--- config.mk ---
export PLATFORM = sky130hd
export DESIGN_NAME = usb_bus_evt_irq
export DESIGN_NICKNAME = d
export VERILOG_FILES = /design/src/rtl/usb_bus_evt_irq.sv
export SDC_FILE = /design/constraint.sdc
export NUM_CORES = 1
export LEC_CHECK = 0
export ABC_AREA = 1
export BUFFER_PORTS_ARGS = -buffer_cell sky130_fd_sc_hd__buf_2
export CAP_MARGIN = 10
export CORE_MARGIN = 2
export CORE_UTILIZATION = 34
export CTS_CLUSTER_SIZE = 25
export DETAILED_ROUTE_END_ITERATION = 10
export GPL_TIMING_DRIVEN = 0
export HOLD_SLACK_MARGIN = 0.03
export PLACE_DENSITY = 0.54
export SLEW_MARGIN = 30
export SYNTH_ARGS = -nofsm -noshare
export SYNTH_HDL_FRONTEND = slang
export SYNTH_SLANG_ARGS = --single-unit
--- constraint.sdc ---
create_clock -name clk -period 1.73 [get_ports clk]
set_input_delay 0.346 -clock clk [delete_from_list [all_inputs] [get_ports clk]]
set_output_delay 0.346 -clock clk [all_outputs]
set_load 0.05 [all_outputs]
--- src/rtl/usb_bus_evt_irq.sv ---
module usb_bus_evt_irq #(
  parameter int TICK_DIV   = 48,
  parameter int IDLE_TICKS = 3000,
  parameter int RST_TICKS  = 3
) (
  input  logic       clk,
  input  logic       rst_n,
  input  logic [1:0] line_st,
  input  logic       sof_det,
  input  logic       reg_wr,
  input  logic       reg_addr,
  input  logic [7:0] reg_wdata,
  output logic [7:0] reg_rdata,
  output logic       irq
);
  localparam logic [1:0] LS_SE0 = 2'b00;
  localparam logic [1:0] LS_J   = 2'b01;
  localparam logic [7:0] IMPL   = 8'h39;
  localparam int IW = $clog2(IDLE_TICKS + 1);
  localparam int RW = $clog2(RST_TICKS + 1);

  logic          tick;
  logic [IW-1:0] idle_q;
  logic          fired_q;
  logic [RW-1:0] se0_q;
  logic          susp_q;
  logic [7:0]    stat_q, en_q;
  logic          irq_q;

  generate
    if (TICK_DIV > 1) begin : g_pre
      localparam int PW = $clog2(TICK_DIV);
      logic [PW-1:0] pre_q;
      assign tick = (pre_q == PW'(TICK_DIV - 1));
      always_ff @(posedge clk)
        if (!rst_n || tick) pre_q <= '0;
        else                pre_q <= pre_q + 1'b1;
    end else begin : g_nopre
      assign tick = 1'b1;
    end
  endgenerate

  wire is_j     = (line_st == LS_J);
  wire is_se0   = (line_st == LS_SE0);
  wire susp_set = is_j && tick && !fired_q && (idle_q == IW'(IDLE_TICKS - 1));
  wire eor_set  = !is_se0 && (se0_q == RW'(RST_TICKS));
  wire wake_set = susp_q && !is_j;

  wire [7:0] set_vec = {2'b00, wake_set, eor_set, sof_det, 2'b00, susp_set};
  wire [7:0] clr_vec = (reg_wr && !reg_addr) ? (~reg_wdata & IMPL) : 8'h00;

  always_ff @(posedge clk) begin
    if (!rst_n) begin
      idle_q  <= '0;
      fired_q <= 1'b0;
    end else if (!is_j) begin
      idle_q  <= '0;
      fired_q <= 1'b0;
    end else if (susp_set) begin
      fired_q <= 1'b1;
    end else if (tick && !fired_q) begin
      idle_q  <= idle_q + 1'b1;
    end
  end

  always_ff @(posedge clk) begin
    if (!rst_n || !is_se0)                     se0_q <= '0;
    else if (tick && se0_q != RW'(RST_TICKS))  se0_q <= se0_q + 1'b1;
  end

  always_ff @(posedge clk) begin
    if (!rst_n)                    susp_q <= 1'b0;
    else if (susp_set)             susp_q <= 1'b1;
    else if (wake_set || eor_set)  susp_q <= 1'b0;
  end

  always_ff @(posedge clk) begin
    if (!rst_n) begin
      stat_q <= 8'h00;
      en_q   <= 8'h00;
      irq_q  <= 1'b0;
    end else begin
      stat_q <= set_vec | (stat_q & ~clr_vec);
      if (reg_wr && reg_addr) en_q <= reg_wdata & IMPL;
      irq_q  <= |(stat_q & en_q);
    end
  end

  assign reg_rdata = reg_addr ? en_q : stat_q;
  assign irq       = irq_q;
endmodule

==> results of run 1 <==
metrics by stage:
step	utilization (%)	worst slack (ps)	hold WS [ps]
after floorplan	-	-133.2	417.5
after global placement	38.97	27.89	434.9
after detailed placement	38.97	15.50	439.5
after CTS	41.14	83.15	294.4
after global routing	42.01	39.37	315.4
final	42.01	199.9	299.6
cells by family (layout without fill, tap and decap cells):
kind of cell / after synthesis / in the layout / share of synthesized area [%]
adder cells (fa/ha/maj): 3 / 3 / 2.247
other: 1 / 4 / 0.2245
XOR/XNOR: 4 / 4 / 2.098
AND/OR/NAND/NOR: 126 / 126 / 34.38
buffers and inverters: 39 / 64 / 10.41
AO/OA/AOI/OAI: 40 / 40 / 13.48
flip-flops: 31 / 31 / 37.15
worst min path at each step:
stage | from | to | slack [ps] | cells after the start
floorplan | g_pre.pre_q[0] | g_pre.pre_q[0] | 420 | 1
global placement | g_pre.pre_q[0] | g_pre.pre_q[0] | 430 | 1
detailed placement | g_pre.pre_q[0] | g_pre.pre_q[0] | 440 | 1
CTS | sof_det | stat_q[3] | 290 | 3
global route | sof_det | stat_q[3] | 320 | 3
finish | sof_det | stat_q[3] | 300 | 3
per-layer routing:
metal  share of wire [%]  GRT usage (%)
met5                   0              0
met4                 2.4          7.273
met3                 3.0          2.846
met1                  51          18.29
met2                  44          22.02
cell type report:
| class | instances | area share [%] |
|---|---|---|
| Multi-Input combinational cell | 177 | 45.08 |
| Sequential cell | 31 | 31.53 |
| Inverter | 29 | 5.485 |
| Timing Repair Buffer | 18 | 4.918 |
| Tap cell | 67 | 4.224 |
| Clock buffer | 6 | 3.657 |
| Buffer | 10 | 3.594 |
| Clock inverter | 1 | 1.513 |
synth_stat cells (all sizes together):
| master | count |
|---|---|
| nand2 | 72 |
| nand4 | 5 |
| nor3 | 1 |
| o21a | 1 |
| nor2 | 28 |
| a21oi | 24 |
| clkbuf | 1 |
| o21ai | 14 |
| ha | 3 |
| nor3b | 1 |
| xor2 | 2 |
| nand3 | 16 |
| xnor2 | 2 |
| inv | 29 |
| a41oi | 1 |
| or2 | 1 |
| nand3b | 1 |
| buf | 9 |
| conb | 1 |
| dfxtp | 31 |
| nor4 | 1 |
flip-flops by register name (all words and copies together) (netlist names):
signal       cells
stat_q           4
irq              1
idle_q          12
fired_q          1
en_q             4
susp_q           1
g_pre.pre_q      6
se0_q            2
power breakdown:
| part | switching [W] | total (W) | internal [W] |
|---|---|---|---|
| clock | 0.000267 | 0.000688 | 0.000422 |
| sequential | 0.00000875 | 0.000735 | 0.000726 |
| combinational | 0.0000800 | 0.000113 | 0.0000330 |
critical path: cells and delay by family (launching register included):
kind                     cells  cell delay, ps
AND/OR/NAND/NOR              5             550
flip-flops                   1             350
buffers and inverters        2             240
adder cells (fa/ha/maj)      1             200
AO/OA/AOI/OAI                1              50
timing repair:
item	in CTS	in global routing
endpoints found under the setup margin	0	12
gates resized for setup	0	8
buffers inserted	0	3
==> tab_implementation.tex, run 1 <==
\begin{tabular}{lr}
\hline
Metric & Value \\
\hline
\multicolumn{2}{l}{\textbf{Yosys}} \\
\quad Per-instance average area after synthesis & 6.846 sq um \\
\quad Total standard cell area after synthesis & 1670 sq um \\
\quad Number of unique standard cell types used by synthesis & 29 \\
\quad Post-synthesis register bit count & 31 \\
\quad Synth area leaders & dfxtp\_1 37\%, nand2\_1 14\%, inv\_1 6.3\% \\
\quad Register area share after synthesis & 37.15\% \\
\quad Library cell occupying the most area in the post-synthesis netlist & dfxtp\_1 \\
\quad Warnings, synthesis & 0 \\
\quad Post-synthesis cell count & 244 \\
\quad Share of Yosys cell area claimed by the top area cell type & 37.15\% \\
\multicolumn{2}{l}{\textbf{Worst setup path}} \\
\quad Type of the setup path with the least slack & flip-flop to flip-flop \\
\quad Startpoint type of the worst setup path & flip-flop \\
\quad Ordered cell list for the critical path & ha\_1 -> nand3\_1 -> inv\_1 -> nand2\_1 -> nor2\_4 -> nand2\_4 -> buf\_8 -> nand2\_1 -> a21oi\_2 \\
\quad Crit-path most repeated cell & nand2\_1 \\
\quad Delay of the slowest critical-path stage & 350 ps \\
\quad CP Capture Point & idle\_q[5] \\
\quad Register-to-Register Path Depth & 9 \\
\quad Critical R2R Capture & idle\_q[5] \\
\quad CP startpoint & g\_pre.pre\_q[0] \\
\quad Maximum fanout count along the critical path & 10 \\
\quad Endpoint required time on the critical path & approximately 1900 ps \\
\quad Crit path DAT & 1680 ps \\
\quad Internal reg-to-reg setup slack & 200 ps \\
\quad Endpoint class of the critical path & flip-flop \\
\quad Worst-path cell with the longest stage delay & dfxtp\_1 \\
\quad Reg2reg start & g\_pre.pre\_q[0] \\
\multicolumn{2}{l}{\textbf{Layout}} \\
\quad Synth-to-layout area growth & 18.80\% \\
\quad Commonest cells after routing, fill and taps aside & 64 x nand2\_1, 29 x dfxtp\_1, 28 x inv\_1 \\
\quad Diode insertion count for antenna repair & 0 \\
\quad Fillcell total & 531 \\
\quad Combined flip-flop and latch cell area & 625.6 sq um \\
\quad Post-route design area & 1984 sq um \\
\quad Multi-input combinational cell area & 894.6 sq um \\
\quad Post-Layout Cell Count & around 340 \\
\quad Post-layout nets & between 200 and 300 \\
\quad Share of post-route cells with drive strength above 1 & 20.96\% \\
\quad Most frequent standard cell in the layout excluding fill and tap cells & nand2\_1 \\
\multicolumn{2}{l}{\textbf{Detailed routing}} \\
\quad Drt pass-1 iters & 4 \\
\quad DRC violation count after routing & 0 \\
\quad Total wire length & 3.518 mm \\
\quad DR vias & 1528 \\
\quad Count of antenna-violating nets left after detailed routing & 0 \\
\quad Vias/cell & about 4.5 \\
\quad First-iteration detailed-routing DRC count & 63 \\
\quad Wire per inst & 10.38 um \\
\multicolumn{2}{l}{\textbf{Timing}} \\
\quad Worst-case clock skew & around 6.2 ps \\
\quad Headroom to the max-slew limit & 56.10\% \\
\quad Max Fclk & 0.6536 GHz \\
\quad Number of max-slew violations in the final report & 0 \\
\quad Transition time at the pin with the least slew margin & 658.5 ps \\
\quad Share of the cycle needed by the critical path after routing & between 80\% and 90\% \\
\quad Final-layout setup total negative slack & 0 ps \\
\quad Setup repair after global routing missed its margin & no \\
\quad Final worst path period need & 1530 ps \\
\quad Count of endpoints failing hold in the final timing report & 0 \\
\quad Total of endpoints with negative setup slack in the final report & 0 \\
\multicolumn{2}{l}{\textbf{Floorplanning}} \\
\quad Vert. Die Dim & 74.09 um \\
\quad Core Region & 4723 sq um \\
\quad Floorplan die width & about 74 um \\
\quad Die area & 5489 sq um \\
\quad Number of placement rows & 25 \\
\quad Initial core utilization & 35.36\% \\
\quad IO Count & 24 \\
\multicolumn{2}{l}{\textbf{Clock network}} \\
\quad Quantity of hold-fixing buffers added after cts & 0 \\
\quad Clk\_lat worst skew & 280 ps \\
\quad Buffer levels on the longest clock path & 2 \\
\quad H-Tree Level Count & 2 \\
\quad Sink Count & 31 \\
\quad CTS tree & yes \\
\quad Clock transition at the registers of the reported paths & 70 ps \\
\quad Cell chosen for the clock root & clkbuf\_8 \\
\quad Total clock buffers created by CTS & 5 \\
\multicolumn{2}{l}{\textbf{Flow run}} \\
\quad Max capacitance violation total & 0 \\
\multicolumn{2}{l}{\textbf{Placed design}} \\
\quad Post-detail-place hpwl & 2.584 mm \\
\quad Number of port buffers & 15 \\
\quad Routability congestion estimate from global placement & 0.7876 \\
\quad Cell Count Post-Placement & 329 \\
\quad Instance area at placement & approximately 1800 sq um \\
\multicolumn{2}{l}{\textbf{Pwr}} \\
\quad Static leakage power & 0.8060 nW \\
\quad IR drop worst, VDD & about 330 uV \\
\quad Power consumption & 0.001537 W \\
\quad Power density over the cells & 774.3 nW/um\^{}2 \\
\multicolumn{2}{l}{\textbf{Min path}} \\
\quad Kind of path behind the tightest hold check & primary input to flip-flop \\
\multicolumn{2}{l}{\textbf{Global routing}} \\
\quad GRT Overall Usage & between 10\% and 20\% \\
\quad GRT overflow & 0 \\
\quad First-pass GRT wire length & 5.920 mm \\
\quad Pin count of the biggest net entering global routing & 11 \\
\quad Initial antenna violation count & 0 \\
\quad Via count of the first global-routing pass & 1337 \\
\multicolumn{2}{l}{\textbf{Status}} \\
\quad Run status & finished, final reports clean \\
\hline
\end{tabular}
(Power assumes the default switching activity.)
==> run 2: changes to the inputs <==
Settings changed: CORE_UTILIZATION 34 to 45, PLACE_DENSITY 0.54 to 0.67.
==> run 2 against run 1 <==
Compared with the run above: count of clock-buffer cells in the layout unchanged; cell count decreased by 5.0%; die area decreased by 23%; global-route usage increased by 3.4 points; worst hold slack got worse by 0.68 ps; utilization increased by 13 points; sequential cell count unchanged; register-to-register slack got worse by 70 ps; via count about the same; sequential power about the same; first-iteration DRC count decreased by 7.9%; critical path type unchanged.
==> tab_implementation.tex, run 2 (synthesis results as in run 1) <==
\begin{tabular}{lr}
\hline
Metric & Value \\
\hline
\multicolumn{2}{l}{\textbf{Placed design}} \\
\quad Setup slack at placement & 38.35 ps (+22.85 ps) \\
\quad Post-detail-place hpwl & 2.359 mm (-8.7\%) \\
\quad Number of port buffers & 15 (unchanged) \\
\quad Routability congestion estimate from global placement & 0.7939 (+0.80\%) \\
\quad Instance area at placement & 1817 sq um (-1.3\%) \\
\multicolumn{2}{l}{\textbf{Worst setup path}} \\
\quad Endpoint class of the critical path & flip-flop \\
\quad Endpoint required time on the critical path & 1870 ps (about the same) \\
\quad Maximum fanout count along the critical path & 10 (unchanged) \\
\quad Crit-path most repeated cell & nand2\_1 \\
\quad Buffers plus inverters on the worst setup path & 2 (unchanged) \\
\quad Type of the setup path with the least slack & flip-flop to flip-flop \\
\quad Startpoint type of the worst setup path & flip-flop \\
\quad Crit path DAT & 1740 ps (+60 ps) \\
\quad Ordered cell list for the critical path & ha\_1 -> nand3\_1 -> inv\_1 -> nand2\_1 -> nor2\_4 -> nand2\_4 -> buf\_6 -> nand2\_1 -> a21oi\_2 \\
\quad Worst-path cell with the longest stage delay & dfxtp\_1 \\
\quad CP top delay family & simple AND/OR/NAND/NOR gates \\
\quad Delay of the slowest critical-path stage & 350 ps (about the same) \\
\multicolumn{2}{l}{\textbf{Global routing}} \\
\quad GRT overflow & 0 (unchanged) \\
\quad Met2 GRT Util & 29.90\% (+7.9 points) \\
\quad First-pass GRT wire length & 5.789 mm (-2.2\%) \\
\quad Met1 Resource Use GR & 20.62\% (+2.3 points) \\
\quad Via count of the first global-routing pass & 1411 (+5.5\%) \\
\quad Initial antenna violation count & 0 (unchanged) \\
\quad GRT Overall Usage & 17.50\% (+3.4 points) \\
\quad Global routing met3 resource utilization & 4.861\% (+2.0 points) \\
\quad Pin count of the biggest net entering global routing & 11 (unchanged) \\
\quad Busiest layer in global routing & met2 \\
\multicolumn{2}{l}{\textbf{Clock network}} \\
\quad Quantity of hold-fixing buffers added after cts & 0 (unchanged) \\
\quad Cell chosen for the clock root & clkbuf\_8 \\
\quad Total clock buffers created by CTS & 5 (unchanged) \\
\quad Clock transition at the registers of the reported paths & 70 ps (about the same) \\
\quad Buffer levels on the longest clock path & 2 (unchanged) \\
\quad H-Tree Level Count & 2 (unchanged) \\
\quad Sink Count & 31 (unchanged) \\
\quad CTS tree & yes \\
\quad Clk\_lat worst skew & 280 ps (about the same) \\
\multicolumn{2}{l}{\textbf{Floorplanning}} \\
\quad Floorplan die width & 64.93 um (-12\%) \\
\quad Vert. Die Dim & 64.93 um (-12\%) \\
\quad IO Count & 24 (unchanged) \\
\quad Core Region & 3606 sq um (-24\%) \\
\quad Die area & 4215 sq um (-23\%) \\
\quad Initial core utilization & 46.32\% (+11 points) \\
\quad Number of placement rows & 22 (-12\%) \\
\multicolumn{2}{l}{\textbf{Detailed routing}} \\
\quad Vias/cell & 4.748 (+5.3\%) \\
\quad DRC violation count after routing & 0 (unchanged) \\
\quad DR vias & 1529 (+0.065\%) \\
\quad Count of antenna-violating nets left after detailed routing & 0 (unchanged) \\
\quad Drt pass-1 iters & 4 (unchanged) \\
\quad Wire per inst & 10.12 um (-2.5\%) \\
\quad First-iteration detailed-routing DRC count & 58 (-7.9\%) \\
\quad Total wire length & 3.258 mm (-7.4\%) \\
\multicolumn{2}{l}{\textbf{Status}} \\
\quad Run status & finished, final reports clean \\
\multicolumn{2}{l}{\textbf{Layout}} \\
\quad Commonest cells after routing, fill and taps aside & 64 x nand2\_1, 29 x dfxtp\_1, 28 x inv\_1 \\
\quad Most frequent standard cell in the layout excluding fill and tap cells & nand2\_1 \\
\quad Synth-to-layout area growth & 18.20\% \\
\quad Regs by FF count & idle\_q x12, g\_pre.pre\_q x6 \\
\quad Diode insertion count for antenna repair & 0 (unchanged) \\
\quad Final cell utilization of the core & 54.75\% (+13 points) \\
\quad Share of post-route cells with drive strength above 1 & 21.90\% (+0.94 points) \\
\quad Flip-flop count of the largest register after layout & 12 (unchanged) \\
\quad Post-route design area & 1974 sq um (-0.50\%) \\
\quad Post-layout nets & 291 (+0.34\%) \\
\quad Register ranked first by flip-flop count & idle\_q \\
\multicolumn{2}{l}{\textbf{Min path}} \\
\quad Kind of path behind the tightest hold check & primary input to flip-flop \\
\multicolumn{2}{l}{\textbf{Timing}} \\
\quad Number of max-slew violations in the final report & 0 (unchanged) \\
\quad Count of endpoints failing hold in the final timing report & 0 (unchanged) \\
\quad Transition time at the pin with the least slew margin & 565.2 ps (-93.28 ps) \\
\quad Max Fclk & 0.6258 GHz (-4.3\%) \\
\quad Final-layout setup total negative slack & 0 ps (unchanged) \\
\quad Final worst path period need & 1598 ps (+67.94 ps) \\
\quad Setup repair after global routing missed its margin & no \\
\quad Total of endpoints with negative setup slack in the final report & 0 (unchanged) \\
\quad Headroom to the max-slew limit & 62.32\% (+6.2 points) \\
\quad Worst-case clock skew & 3.906 ps (-2.281 ps) \\
\quad Final setup margin & 132.0 ps (-67.94 ps) \\
\quad Share of the cycle needed by the critical path after routing & 92.37\% (+3.9 points) \\
\multicolumn{2}{l}{\textbf{Pwr}} \\
\quad Switching power as a share of total power & 22.28\% (-0.85 points) \\
\quad Power density over the cells & 799.2 nW/um\^{}2 (+3.2\%) \\
\quad Gate power share & 7.1\% (-0.3 points) \\
\quad Sw power & 0.0003516 W (-1.1\%) \\
\quad Static leakage power & 0.8209 nW (+1.8\%) \\
\quad Power consumption & 0.001578 W (+2.7\%) \\
\quad Clock group share of total power & 46.2\% (+1.4 points) \\
\quad IR drop worst, VDD & 483.5 uV (+44\%) \\
\quad Sequential share of power & 46.7\% (-1.1 points) \\
\quad Internal power contribution & 0.001226 W (+3.8\%) \\
\multicolumn{2}{l}{\textbf{Flow run}} \\
\quad Max capacitance violation total & 0 (unchanged) \\
\hline
\end{tabular}
[run 2: cell types whose count changed in the layout (fill, tap and decap cells not counted), sizes merged]
cell and change:
clkinv +1, buf +1
[run 2: worst paths after layout]
path / start / endpoint / slack (ps) / depth (start not counted)
worst max-delay path: g_pre.pre_q[0] / idle_q[5] / 130 / 9
worst min-delay path: sof_det / stat_q[3] / 300 / 3
worst max register to register: g_pre.pre_q[0] / idle_q[5] / 130 / 9
worst min register to register: g_pre.pre_q[0] / g_pre.pre_q[0] / 450 / 1
[run 2: worst reg2reg max path: cells and delay by family (launching register included)]
family	cells	cell delay, ps
flip-flops	1	350
adder cells (fa/ha/maj)	1	200
AND/OR/NAND/NOR	5	620
AO/OA/AOI/OAI	1	50
buffers and inverters	2	250
[run 2: repair_timing]
| item | in CTS | in global routing |
|---|---|---|
| pin swaps | 0 | 2 |
| resized for setup | 1 | 3 |
| endpoints found under the setup margin | 1 | 11 |
| buffers inserted | 0 | 4 |
[run 2: cell type report]
cell class,count,area [sq um]
Clock buffer,6,82.58
Fill cell,346,1632
Tap cell,48,60.06
Sequential cell,31,623.1
Multi-Input combinational cell,177,894.6
Clock inverter,2,35.03
Inverter,29,108.9
Timing Repair Buffer,19,105.1
Buffer,10,65.06
[run 2: power groups by stage]
stage	clock network [W]	logic (W)	registers, W
after floorplan	0	0.0000814	0.000752
after global placement	0	0.000112	0.000752
after detailed placement	0	0.000112	0.000753
after CTS	0.000753	0.000112	0.000737
after global routing	0.000783	0.000125	0.000738
final	0.000729	0.000112	0.000737
[run 2: per-layer routing]
metal | share of wire, % | vias up | wire, um
met4 | 0.95 | 0 | 31
met1 | 47 | 663 | 1516
li1 | - | 824 | -
met2 | 48 | 38 | 1558
met3 | 4.7 | 4 | 152
met5 | 0 | - | 0
[run 2: per-stage QoR]
step | hold slack [ps] | cells
after global placement | 432.3 | 310
after detailed placement | 444.5 | 310
after CTS | 295.3 | 318
after floorplan | 417.5 | 247
after global routing | 301.8 | 322
final | 298.9 | 322
